## config.mk

```make
export PLATFORM = sky130hd
export DESIGN_NAME = rtc_sram_slave
export DESIGN_NICKNAME = d
export VERILOG_FILES = /design/src/rtl/rtc_pkg.sv /design/src/rtl/rtc_serial_port.sv /design/src/rtl/rtc_cmd_ctrl.sv /design/src/rtl/rtc_regfile.sv /design/src/rtl/rtc_sram_slave.sv
export SDC_FILE = /design/constraint.sdc
export NUM_CORES = 1
export LEC_CHECK = 0
export BUFFER_PORTS_ARGS = -buffer_cell sky130_fd_sc_hd__clkbuf_2
export CAP_MARGIN = 15
export CORE_MARGIN = 3
export CORE_UTILIZATION = 56
export DETAILED_ROUTE_END_ITERATION = 6
export GPL_ROUTABILITY_DRIVEN = 0
export PLACE_DENSITY = 0.69
export SYNTH_ARGS = -nofsm -noshare
export SYNTH_HDL_FRONTEND = slang
export SYNTH_SLANG_ARGS = --single-unit
```

## constraint.sdc

```tcl
create_clock -name clk -period 6.15 [get_ports clk]
set_input_delay 0.3075 -clock clk [delete_from_list [all_inputs] [get_ports clk]]
set_output_delay 0.3075 -clock clk [all_outputs]
set_load 0.01 [all_outputs]
```

## src/rtl/rtc_pkg.sv

```systemverilog
package rtc_pkg;
  localparam int WORD_W = 32;
  localparam int ADDR_W = 24;

  localparam logic [ADDR_W-1:0] A_CNT   = 24'h200000;
  localparam logic [ADDR_W-1:0] A_SNAP  = 24'h204000;
  localparam logic [ADDR_W-1:0] A_TON   = 24'h210000;
  localparam logic [ADDR_W-1:0] A_TOFF  = 24'h210001;
  localparam logic [ADDR_W-1:0] A_TEST0 = 24'h210004;
  localparam logic [ADDR_W-1:0] A_CTL0  = 24'h21000C;
  localparam logic [ADDR_W-1:0] A_CTL1  = 24'h21000D;

  localparam int TEST_REGS = 4;
  localparam int FLAG_PWR_BIT  = 11;
  localparam int FLAG_BATT_BIT = 9;

  typedef enum logic {PH_CMD = 1'b0, PH_DATA = 1'b1} phase_e;
endpackage

```

## src/rtl/rtc_serial_port.sv

```systemverilog
module rtc_serial_port #(
  parameter int W = 32
) (
  input  logic         clk,
  input  logic         rst,
  input  logic         sck,
  input  logic         cs_n,
  input  logic         mosi,
  input  logic         load_en,
  input  logic [W-1:0] load_data,
  output logic         word_done,
  output logic [W-1:0] word,
  output logic         miso
);
  localparam int CW = $clog2(W);
  localparam logic [CW-1:0] LAST = CW'(W - 1);

  logic          sck_d;
  logic [CW-1:0] bit_cnt;
  logic [W-1:0]  rx_sh;
  logic [W-1:0]  tx_sh;
  logic          miso_q;
  logic          rise, fall;

  assign rise      = !cs_n && sck && !sck_d;
  assign fall      = !cs_n && !sck && sck_d;
  assign word_done = rise && (bit_cnt == LAST);
  assign word      = {rx_sh[W-2:0], mosi};
  assign miso      = miso_q;

  always_ff @(posedge clk) begin
    if (rst) begin
      sck_d   <= 1'b0;
      bit_cnt <= '0;
      rx_sh   <= '0;
    end else begin
      sck_d <= sck;
      if (cs_n) begin
        bit_cnt <= '0;
      end else if (rise) begin
        rx_sh   <= {rx_sh[W-2:0], mosi};
        bit_cnt <= (bit_cnt == LAST) ? '0 : bit_cnt + 1'b1;
      end
    end
  end

  // shift-out only on falls that follow a rise inside the current word
  always_ff @(posedge clk) begin
    if (rst) begin
      tx_sh  <= '0;
      miso_q <= 1'b0;
    end else if (load_en) begin
      miso_q <= load_data[W-1];
      tx_sh  <= {load_data[W-2:0], 1'b0};
    end else if (fall && bit_cnt != '0) begin
      miso_q <= tx_sh[W-1];
      tx_sh  <= {tx_sh[W-2:0], 1'b0};
    end
  end
endmodule

```

## src/rtl/rtc_cmd_ctrl.sv

```systemverilog
module rtc_cmd_ctrl
  import rtc_pkg::*;
(
  input  logic              clk,
  input  logic              rst,
  input  logic              word_done,
  input  logic [WORD_W-1:0] word,
  output phase_e            phase,
  output logic [ADDR_W-1:0] cmd_addr,
  output logic              wr_en,
  output logic [WORD_W-1:0] wr_data,
  output logic              load_en,
  output logic              load_rd
);
  logic cmd_wr;

  always_ff @(posedge clk) begin
    if (rst) begin
      phase    <= PH_CMD;
      cmd_wr   <= 1'b0;
      cmd_addr <= '0;
      load_en  <= 1'b0;
      load_rd  <= 1'b0;
    end else begin
      load_en <= 1'b0;
      load_rd <= 1'b0;
      if (word_done) begin
        load_en <= 1'b1;
        if (phase == PH_CMD) begin
          cmd_wr   <= word[WORD_W-1];
          cmd_addr <= {1'b0, word[WORD_W-2:8]};
          load_rd  <= !word[WORD_W-1];
          phase    <= PH_DATA;
        end else begin
          phase <= PH_CMD;
        end
      end
    end
  end

  assign wr_en   = word_done && (phase == PH_DATA) && cmd_wr;
  assign wr_data = word;
endmodule

```

## src/rtl/rtc_regfile.sv

```systemverilog
module rtc_regfile
  import rtc_pkg::*;
#(
  parameter int          SRAM_WORDS = 16,
  parameter logic [31:0] TEST_BASE  = 32'h5E00_0000,
  localparam int         IW         = $clog2(SRAM_WORDS)
) (
  input  logic              clk,
  input  logic              rst,
  input  logic              tick,
  input  logic              pwr_unstable,
  input  logic              batt_low,
  input  logic              wr_en,
  input  logic [ADDR_W-1:0] wr_addr,
  input  logic [WORD_W-1:0] wr_data,
  input  logic [IW-1:0]     sram_ridx,
  input  logic [ADDR_W-1:0] rd_addr,
  output logic [WORD_W-1:0] rdata,
  output logic [WORD_W-1:0] cnt
);
  localparam logic [ADDR_W-1:0] SRAM_LO = A_CNT + 24'd1;
  localparam logic [ADDR_W-1:0] SRAM_HI = A_CNT + ADDR_W'(SRAM_WORDS);
  localparam logic [ADDR_W-1:0] TEST_HI = A_TEST0 + ADDR_W'(TEST_REGS - 1);

  logic [WORD_W-1:0] mem [SRAM_WORDS];
  logic [WORD_W-1:0] sram_q;
  logic [WORD_W-1:0] snap, ton, toff, ctl1;
  logic [WORD_W-1:0] test_val [TEST_REGS];
  logic [WORD_W-1:0] ctl0;
  logic [IW-1:0]     widx;
  logic              w_sram;

  function automatic logic in_sram(input logic [ADDR_W-1:0] a);
    return (a >= SRAM_LO) && (a <= SRAM_HI);
  endfunction

  assign w_sram = wr_en && in_sram(wr_addr);
  assign widx   = IW'(wr_addr - SRAM_LO);

  // simple dual-port scratch memory, registered read
  always_ff @(posedge clk) begin
    if (w_sram) mem[widx] <= wr_data;
    sram_q <= mem[sram_ridx];
  end

  always_ff @(posedge clk) begin
    if (rst) begin
      cnt  <= '0;
      snap <= '0;
      ton  <= '0;
      toff <= '0;
      ctl1 <= '0;
    end else begin
      if (wr_en && wr_addr == A_CNT) cnt <= wr_data;
      else if (tick)                 cnt <= cnt + 32'd1;
      if (wr_en && wr_addr == A_SNAP) snap <= cnt;
      if (wr_en && wr_addr == A_TON)  ton  <= wr_data;
      if (wr_en && wr_addr == A_TOFF) toff <= wr_data;
      if (wr_en && wr_addr == A_CTL1) ctl1 <= wr_data;
    end
  end

  for (genvar g = 0; g < TEST_REGS; g++) begin : g_test
    assign test_val[g] = TEST_BASE | 32'(g);
  end

  always_comb begin
    ctl0 = '0;
    ctl0[FLAG_PWR_BIT]  = pwr_unstable;
    ctl0[FLAG_BATT_BIT] = batt_low;
  end

  always_comb begin
    rdata = '0;
    if (rd_addr == A_CNT)                             rdata = cnt;
    else if (in_sram(rd_addr))                        rdata = sram_q;
    else if (rd_addr == A_SNAP)                       rdata = snap;
    else if (rd_addr == A_TON)                        rdata = ton;
    else if (rd_addr == A_TOFF)                       rdata = toff;
    else if (rd_addr >= A_TEST0 && rd_addr <= TEST_HI) rdata = test_val[rd_addr[1:0]];
    else if (rd_addr == A_CTL0)                       rdata = ctl0;
    else if (rd_addr == A_CTL1)                       rdata = ctl1;
  end
endmodule

```

## src/rtl/rtc_sram_slave.sv

```systemverilog
module rtc_sram_slave
  import rtc_pkg::*;
#(
  parameter int          SRAM_WORDS = 16,
  parameter logic [31:0] TEST_BASE  = 32'h5E00_0000
) (
  input  logic clk,
  input  logic rst,
  input  logic tick_1hz,
  input  logic pwr_unstable,
  input  logic batt_low,
  input  logic cs_n,
  input  logic sck,
  input  logic mosi,
  output logic miso
);
  localparam int IW = $clog2(SRAM_WORDS);

  logic              word_done;
  logic [WORD_W-1:0] word;
  phase_e            phase;
  logic [ADDR_W-1:0] cmd_addr;
  logic [ADDR_W-1:0] pre_addr;
  logic [IW-1:0]     sram_ridx;
  logic              wr_en;
  logic [WORD_W-1:0] wr_data;
  logic              load_en, load_rd;
  logic [WORD_W-1:0] rdata, load_data, cnt;

  assign pre_addr  = {1'b0, word[WORD_W-2:8]};
  assign sram_ridx = IW'(pre_addr - A_CNT - 24'd1);
  assign load_data = load_rd ? rdata : '0;

  rtc_serial_port #(.W(WORD_W)) u_port (
    .clk(clk), .rst(rst), .sck(sck), .cs_n(cs_n), .mosi(mosi),
    .load_en(load_en), .load_data(load_data),
    .word_done(word_done), .word(word), .miso(miso)
  );

  rtc_cmd_ctrl u_ctrl (
    .clk(clk), .rst(rst), .word_done(word_done), .word(word),
    .phase(phase), .cmd_addr(cmd_addr), .wr_en(wr_en), .wr_data(wr_data),
    .load_en(load_en), .load_rd(load_rd)
  );

  rtc_regfile #(.SRAM_WORDS(SRAM_WORDS), .TEST_BASE(TEST_BASE)) u_regs (
    .clk(clk), .rst(rst), .tick(tick_1hz),
    .pwr_unstable(pwr_unstable), .batt_low(batt_low),
    .wr_en(wr_en), .wr_addr(cmd_addr), .wr_data(wr_data),
    .sram_ridx(sram_ridx), .rd_addr(cmd_addr),
    .rdata(rdata), .cnt(cnt)
  );
endmodule

```

==> metrics.txt, run 1 <==
# TYPE chip_impl_metric gauge
chip_impl_info{name="run_status",value="completed"} 1
chip_impl_metric{name="synth.ff_latch_count",unit=""} 800
chip_impl_metric{name="finalCritPeriodShare",unit="%"} 66.99
chip_impl_metric{name="grt_pass1_vias",unit=""} 19360
chip_impl_metric{name="tritoncts.num_buffers",unit=""} 80
chip_impl_metric{name="average_wire_per_standard_cell",unit="µm"} 26.36
chip_impl_metric{name="groute.usage.overall",unit="%"} 27.06
chip_impl_metric{name="grt_max_degree",unit=""} 160
chip_impl_metric{name="antenna_violations_before_repair",unit=""} 2
chip_impl_metric{name="slew_violations",unit=""} 0
chip_impl_metric{name="relSlewSlack",unit="%"} 17.98
chip_impl_metric{name="ys_async_sr_fraction",unit="%"} 0
chip_impl_metric{name="area_growth_syn_to_fin",unit="%"} 10.60
chip_impl_metric{name="postCtsSetupRepairBufs",unit=""} 0
chip_impl_metric{name="min_period",unit="ns"} 4.120
chip_impl_info{name="final_cell_mix",value="sky130_fd_sc_hd__edfxtp_1, sky130_fd_sc_hd__dfxtp_1, sky130_fd_sc_hd__nand2_1"} 1
chip_impl_metric{name="grt_first_pass_wirelength",unit="µm"} 121600
chip_impl_info{name="worst_setup_path_end_kind",value="flop"} 1
chip_impl_metric{name="clock.fmax",unit="MHz"} 242.7
chip_impl_metric{name="antenna_violating_nets_post_route",unit=""} 0
chip_impl_metric{name="worst_pin_slew",unit="ns"} 1.230
chip_impl_metric{name="vdd_drop_max",unit="mV"} 0.2749
chip_impl_metric{name="io_pins",unit=""} 9
chip_impl_info{name="tritoncts_clock_tree",value="yes"} 1
chip_impl_metric{name="htree_num_levels",unit=""} 3
chip_impl_metric{name="chipWidth",unit="µm"} 245.6
chip_impl_metric{name="fin_setup_tns",unit="ns"} 0
chip_impl_metric{name="portBuffers",unit=""} 8
chip_impl_metric{name="static-leakage-power",unit="nW"} 11.83
chip_impl_metric{name="fillerInstances",unit=""} 4135
chip_impl_metric{name="syn-instance-count",unit=""} 2260
chip_impl_metric{name="timing.critical_path.fanout_max",unit=""} 31
chip_impl_metric{name="nets",unit=""} 2251
chip_impl_metric{name="floorplan.core_area",unit="µm²"} 56600
chip_impl_metric{name="crit_required",unit="ns"} 6.43
chip_impl_metric{name="detailedRoute.firstPassIterationCount",unit=""} 5
chip_impl_metric{name="num_antenna_cells",unit=""} 0
chip_impl_info{name="timing.hold.worst.class",value="input port to flop"} 1
chip_impl_metric{name="maximum_count_of_clock_buffers_along_a_single_path",unit=""} 3
chip_impl_metric{name="timing.final.hold_violations",unit=""} 0
chip_impl_metric{name="fin_worst_hold_slack",unit="ns"} 0.02268
chip_impl_info{name="clk_root_buffer_cell",value="sky130_fd_sc_hd__clkbuf_16"} 1
chip_impl_metric{name="place_hpwl",unit="µm"} 47400
chip_impl_metric{name="timing.clock.skew",unit="ns"} 0.01988
chip_impl_metric{name="mappedNetlistNets",unit=""} 2273
chip_impl_metric{name="die_area",unit="µm²"} 60290
chip_impl_metric{name="post_synth_cell_types",unit=""} 66
chip_impl_metric{name="synth.cell_area",unit="µm²"} 32140
chip_impl_info{name="synth_flop_cell",value="sky130_fd_sc_hd__edfxtp_1"} 1
chip_impl_metric{name="regArea",unit="µm²"} 21140
chip_impl_metric{name="multi_input_area",unit="µm²"} 10330
chip_impl_metric{name="timing.max_cap.violations",unit=""} 0
chip_impl_metric{name="start_util",unit="%"} 56.77
chip_impl_metric{name="cp_data_arrival_time",unit="ns"} 4.40
chip_impl_metric{name="cts.sink_count",unit=""} 800
chip_impl_metric{name="synth-seq-area-share",unit="%"} 65.78
chip_impl_metric{name="placement_rows",unit=""} 87
chip_impl_metric{name="drt_first_iter_violations",unit=""} 2452
chip_impl_metric{name="final_setup_violations",unit=""} 0
chip_impl_metric{name="clk_latency",unit="ns"} 0.62
chip_impl_info{name="cp-start-kind",value="flop"} 1
chip_impl_metric{name="grt.overflow.total",unit=""} 0
chip_impl_info{name="critPathKind",value="flop to flop"} 1
chip_impl_metric{name="power_density",unit="nW/µm²"} 291.9
chip_impl_info{name="grt_setup_unrepaired",value="false"} 1
chip_impl_metric{name="viasPerCell",unit=""} 6.500
chip_impl_metric{name="final_layout_size_suffix_gt1_share",unit="%"} 16.65
chip_impl_metric{name="mapped_avg_cell_area",unit="µm²"} 14.22
chip_impl_metric{name="routed_wirelength",unit="µm"} 80550
chip_impl_metric{name="routed-via-count",unit=""} 19860
chip_impl_metric{name="clkTransAtPathRegs",unit="ns"} 0.06
chip_impl_metric{name="synth-edff-count",unit=""} 512
chip_impl_info{name="most_frequent_standard_cell_in_the_layout_excluding_fill_and_tap_cells",value="sky130_fd_sc_hd__edfxtp_1"} 1
chip_impl_metric{name="yosys_warnings",unit=""} 0
chip_impl_metric{name="remaining_drc_errors",unit=""} 0
chip_impl_metric{name="die_h",unit="µm"} 245.6
chip_impl_metric{name="cts-resized-gates",unit=""} 0
==> worst paths after layout <==
check / from / to / slack, ns / depth (start not counted)
worst max register to register: u_ctrl.cmd_addr[2] / u_regs.mem[14][16] / 2.03 / 8
worst min-delay path: cs_n / u_port.bit_cnt[3] / 0.02 / 2
worst max-delay path: u_ctrl.cmd_addr[2] / u_regs.mem[14][16] / 2.03 / 8
worst min register to register: u_regs.snap[14] / u_regs.snap[14] / 0.45 / 2
==> synth_stat cells, drive strengths merged, types with 8 or more instances <==
| cell type | count | share of area (%) |
|---|---|---|
| a211oi | 44 | 1.0 |
| a21boi | 18 | 0.42 |
| a21oi | 120 | 1.9 |
| a22oi | 63 | 1.5 |
| buf | 45 | 0.83 |
| clkbuf | 121 | 1.4 |
| dfxtp | 288 | 18 |
| edfxtp | 512 | 48 |
| inv | 29 | 0.34 |
| mux2i | 108 | 3.4 |
| mux4 | 160 | 11 |
| nand2 | 249 | 2.9 |
| nand2b | 10 | 0.19 |
| nand3 | 24 | 0.37 |
| nand4 | 30 | 0.64 |
| nor2 | 158 | 1.8 |
| nor3 | 64 | 1.0 |
| nor4 | 14 | 0.40 |
| o21ai | 33 | 0.51 |
| o22ai | 21 | 0.41 |
| o32ai | 9 | 0.25 |
| or4 | 8 | 0.20 |
| xnor2 | 16 | 0.44 |
| xor2 | 17 | 0.46 |
==> registers in the layout, summed over array words and instances (netlist names) <==
signal           count
u_regs.mem         512
u_regs.cnt          32
u_regs.ctl1         32
u_regs.snap         32
u_regs.sram_q       32
u_regs.toff         32
u_regs.ton          32
u_port.rx_sh        31
u_port.tx_sh        31
u_ctrl.cmd_addr     23
u_port.bit_cnt       5
u_ctrl.cmd_wr        1
u_ctrl.load_en       1
u_ctrl.load_rd       1
u_ctrl.phase         1
u_port.miso          1
u_port.sck_d         1
==> per-stage QoR <==
step	setup slack [ns]	power, mW	area [µm²]	std cells	util (%)
global route	1.762	10.65	35540	3056	62.79
finish	2.030	10.37	35540	3056	62.79
global placement	2.167	5.838	32970	2907	58.25
detailed placement	2.049	5.839	32980	2908	58.26
floorplan	0.8775	5.817	32140	2260	-
CTS	2.053	10.44	35480	3053	62.68
==> critical path: stages (launching register included) <==
cell and delay, ns:
sky130_fd_sc_hd__dfxtp_1 0.97, sky130_fd_sc_hd__nor4_4 0.06, sky130_fd_sc_hd__buf_4 0.30, sky130_fd_sc_hd__or4_4 0.57, sky130_fd_sc_hd__a21oi_2 0.44, sky130_fd_sc_hd__nand2b_1 0.13, sky130_fd_sc_hd__buf_4 0.26, sky130_fd_sc_hd__nor3_2 0.55
sky130_fd_sc_hd__buf_4 0.45
==> layout make-up <==
class	instances	share of cell area, %
sequential	800	59.49
multi-input combinational	1265	29.06
clock buffer	103	6.020
tap	756	2.661
timing repair buffer	62	1.468
clock inverter	41	0.9892
inverter	29	0.3063
==> what timing repair did <==
item                                    CTS  global route
endpoints found under the setup margin    0             0
endpoints found under the hold margin     1             0
hold buffers                              1             0
==> kinds of logic after synthesis <==
group,share of synthesized area [%]
buffers and inverters,2.577
XOR/XNOR,0.8994
adder cells (fa/ha/maj),0.1947
AO/OA/AOI/OAI,7.289
AND/OR/NAND/NOR,8.679
multiplexers,14.58
flip-flops,65.78
==> routing by layer <==
layer / wire [µm] / global-route usage (%) / vias to the layer above
li1: - / - / 8579
met1: 33790 / 40.47 / 10070
met2: 35960 / 40.07 / 1037
met3: 7888 / 5.223 / 178
met4: 2915 / 9.413 / 0
met5: 0 / 0 / -
==> power by group <==
group | switching [mW] | total [mW] | internal, mW
sequential | 0.00841 | 5.66 | 5.65
clock | 2.01 | 4.65 | 2.64
combinational | 0.0542 | 0.0671 | 0.0129
Note: power is estimated with default switching activity, not from simulation.
==> inputs of run 2 (changes only) <==
==> constraint.sdc (replaced) <==
create_clock -name clk -period 4.1 [get_ports clk]
set_input_delay 0.205 -clock clk [delete_from_list [all_inputs] [get_ports clk]]
set_output_delay 0.205 -clock clk [all_outputs]
set_load 0.01 [all_outputs]
==> metrics.txt, run 2 (synthesis gave the netlist of run 1 again) <==
# TYPE chip_impl_metric gauge
chip_impl_info{name="run_status",value="completed"} 1
chip_impl_metric{name="antenna_violating_nets_post_route",unit=""} 0
chip_impl_info{name="most_frequent_standard_cell_in_the_layout_excluding_fill_and_tap_cells",value="sky130_fd_sc_hd__edfxtp_1"} 1
chip_impl_metric{name="crit_required",unit="ns"} 4.55
chip_impl_metric{name="htree_num_levels",unit=""} 3
chip_impl_info{name="worst_setup_path_startpoint",value="u_port.bit_cnt[0]"} 1
chip_impl_info{name="clk_root_buffer_cell",value="sky130_fd_sc_hd__clkbuf_16"} 1
chip_impl_metric{name="grt.overflow.total",unit=""} 0
chip_impl_info{name="timing.hold.worst.class",value="input port to flop"} 1
chip_impl_metric{name="finalInstanceArea",unit="µm²"} 35660
chip_impl_metric{name="timing.clock.skew",unit="ns"} 0.01953
chip_impl_metric{name="min_period",unit="ns"} 3.347
chip_impl_metric{name="area_growth_syn_to_fin",unit="%"} 10.96
chip_impl_metric{name="power_density",unit="nW/µm²"} 439.9
chip_impl_metric{name="worst_pin_slew",unit="ns"} 1.145
chip_impl_metric{name="postCtsSetupRepairBufs",unit=""} 0
chip_impl_metric{name="grt_first_pass_wirelength",unit="µm"} 122100
chip_impl_metric{name="grt_max_degree",unit=""} 97
chip_impl_info{name="tritoncts_clock_tree",value="yes"} 1
chip_impl_info{name="grt_setup_unrepaired",value="false"} 1
chip_impl_metric{name="nets",unit=""} 2257
chip_impl_metric{name="cp_data_arrival_time",unit="ns"} 3.80
chip_impl_info{name="final_cell_mix",value="sky130_fd_sc_hd__edfxtp_1, sky130_fd_sc_hd__dfxtp_1, sky130_fd_sc_hd__nand2_1"} 1
chip_impl_metric{name="place_area",unit="µm²"} 33090
chip_impl_metric{name="largest_register_ffs",unit=""} 512
chip_impl_metric{name="maximum_count_of_clock_buffers_along_a_single_path",unit=""} 3
chip_impl_metric{name="relSlewSlack",unit="%"} 23.56
chip_impl_metric{name="finalCritPeriodShare",unit="%"} 81.64
chip_impl_metric{name="timing.final.hold_violations",unit=""} 0
chip_impl_metric{name="final_cells",unit=""} 3067
chip_impl_metric{name="average_wire_per_standard_cell",unit="µm"} 26.16
chip_impl_metric{name="remaining_drc_errors",unit=""} 0
chip_impl_metric{name="final_layout_size_suffix_gt1_share",unit="%"} 16.75
chip_impl_metric{name="final_setup_violations",unit=""} 0
chip_impl_info{name="critPathKind",value="flop to flop"} 1
chip_impl_metric{name="io_pins",unit=""} 9
chip_impl_metric{name="placement_rows",unit=""} 87
chip_impl_metric{name="floorplan.core_area",unit="µm²"} 56600
chip_impl_metric{name="detailedRoute.firstPassIterationCount",unit=""} 5
chip_impl_metric{name="routed_wirelength",unit="µm"} 80230
chip_impl_info{name="cp-start-kind",value="flop"} 1
chip_impl_metric{name="slew_violations",unit=""} 0
chip_impl_info{name="rr_startpoint",value="u_port.bit_cnt[0]"} 1
chip_impl_metric{name="cts_hold_repair.buffers",unit=""} 2
chip_impl_metric{name="static-leakage-power",unit="nW"} 11.98
chip_impl_metric{name="clk_latency",unit="ns"} 0.62
chip_impl_metric{name="fillerInstances",unit=""} 4041
chip_impl_metric{name="start_util",unit="%"} 56.77
chip_impl_metric{name="cts-resized-gates",unit=""} 0
chip_impl_metric{name="reg2reg_depth",unit=""} 7
chip_impl_metric{name="placed_cells_incl_taps",unit=""} 2916
chip_impl_metric{name="grt_pass1_vias",unit=""} 19930
chip_impl_metric{name="timing.critical_path.fanout_max",unit=""} 32
chip_impl_metric{name="clock.fmax",unit="MHz"} 298.7
chip_impl_metric{name="die_area",unit="µm²"} 60290
chip_impl_metric{name="chipWidth",unit="µm"} 245.6
chip_impl_metric{name="die_h",unit="µm"} 245.6
chip_impl_metric{name="routed-via-count",unit=""} 19750
chip_impl_info{name="largest-register",value="u_regs.mem"} 1
chip_impl_metric{name="portBuffers",unit=""} 8
chip_impl_metric{name="place_hpwl",unit="µm"} 46340
chip_impl_metric{name="num_antenna_cells",unit=""} 0
chip_impl_metric{name="antenna_violations_before_repair",unit=""} 6
chip_impl_info{name="worst_setup_path_end_kind",value="flop"} 1
chip_impl_metric{name="vdd_drop_max",unit="mV"} 0.3214
chip_impl_metric{name="timing.max_cap.violations",unit=""} 0
chip_impl_metric{name="drt_first_iter_violations",unit=""} 2083
chip_impl_metric{name="cts.sink_count",unit=""} 800
chip_impl_metric{name="min_delay_path_depth",unit=""} 3
chip_impl_metric{name="clkTransAtPathRegs",unit="ns"} 0.06
chip_impl_metric{name="layout.core_utilization",unit="%"} 63.00
chip_impl_info{name="hold_path.startpoint",value="tick_1hz"} 1
chip_impl_metric{name="viasPerCell",unit=""} 6.439
chip_impl_metric{name="groute.usage.overall",unit="%"} 27.04
chip_impl_metric{name="tritoncts.num_buffers",unit=""} 80
## run 2: cell count changes in the layout (fill, tap and decap cells not counted), moves of 3 or more
cell | previous run | this run
sky130_fd_sc_hd__clkbuf_8 | 4 | 12
sky130_fd_sc_hd__nor3_4 | 0 | 4
sky130_fd_sc_hd__clkinv_1 | 9 | 6
sky130_fd_sc_hd__clkinv_4 | 3 | 0
sky130_fd_sc_hd__clkinvlp_4 | 8 | 0
sky130_fd_sc_hd__buf_4 | 48 | 54
sky130_fd_sc_hd__nor3_2 | 9 | 5
sky130_fd_sc_hd__clkbuf_1 | 19 | 28
## run 2: path summary, 6_finish.rpt
check                         end  slack [ns]
setup / recovery  u_regs.toff[19]        0.75
hold reg to reg   u_regs.snap[23]        0.46
setup reg to reg  u_regs.toff[19]        0.75
hold / removal      u_regs.cnt[0]        0.11
## run 2: cell type report
type / instances / area (µm²) / area share, %
inverters: 29 / 108.9 / 0.3053
clock buffers: 124 / 2346 / 6.579
repair buffers: 68 / 554.3 / 1.554
multi-input cells: 1265 / 10350 / 29.04
well taps: 756 / 945.9 / 2.653
flip-flops and latches: 800 / 21140 / 59.30
clock inverters: 25 / 203.9 / 0.5720
## run 2: stage by stage
step | hold slack (ns) | total power, mW | setup TNS [ns] | worst slack, ns
floorplan | 0.3039 | 8.725 | -241.26 | -1.172
global placement | 0.4391 | 8.758 | 0 | 1.004
detailed placement | 0.4475 | 8.761 | 0 | 0.8600
CTS | 0.06908 | 15.81 | 0 | 0.8079
global route | 0.1150 | 16.13 | 0 | 0.5822
finish | 0.1100 | 15.69 | 0 | 0.7527
## run 2: per-layer routing
metal | track usage, % | vias up | share of wire (%)
met4 | 11.18 | 2 | 3.6
met2 | 42.60 | 916 | 47
li1 | - | 8599 | -
met5 | 0 | - | 0.014
met3 | 4.863 | 205 | 7.9
met1 | 37.62 | 10030 | 41
## run 2: power breakdown
| group | internal [mW] | switching [mW] |
|---|---|---|
| clock | 4.13 | 2.96 |
| sequential | 8.48 | 0.0129 |
| combinational | 0.0205 | 0.0832 |
| total | 12.6 | 3.06 |
## run 2: worst max-delay path, cell delays in order, from the launching register on
cell and delay (ns):
sky130_fd_sc_hd__dfxtp_1 0.42, sky130_fd_sc_hd__ha_1 0.21, sky130_fd_sc_hd__and3_1 0.18, sky130_fd_sc_hd__ha_1 0.30, sky130_fd_sc_hd__nand4_2 0.33, sky130_fd_sc_hd__or4_2 1.27
sky130_fd_sc_hd__mux2i_1 0.35, sky130_fd_sc_hd__nor2_1 0.06
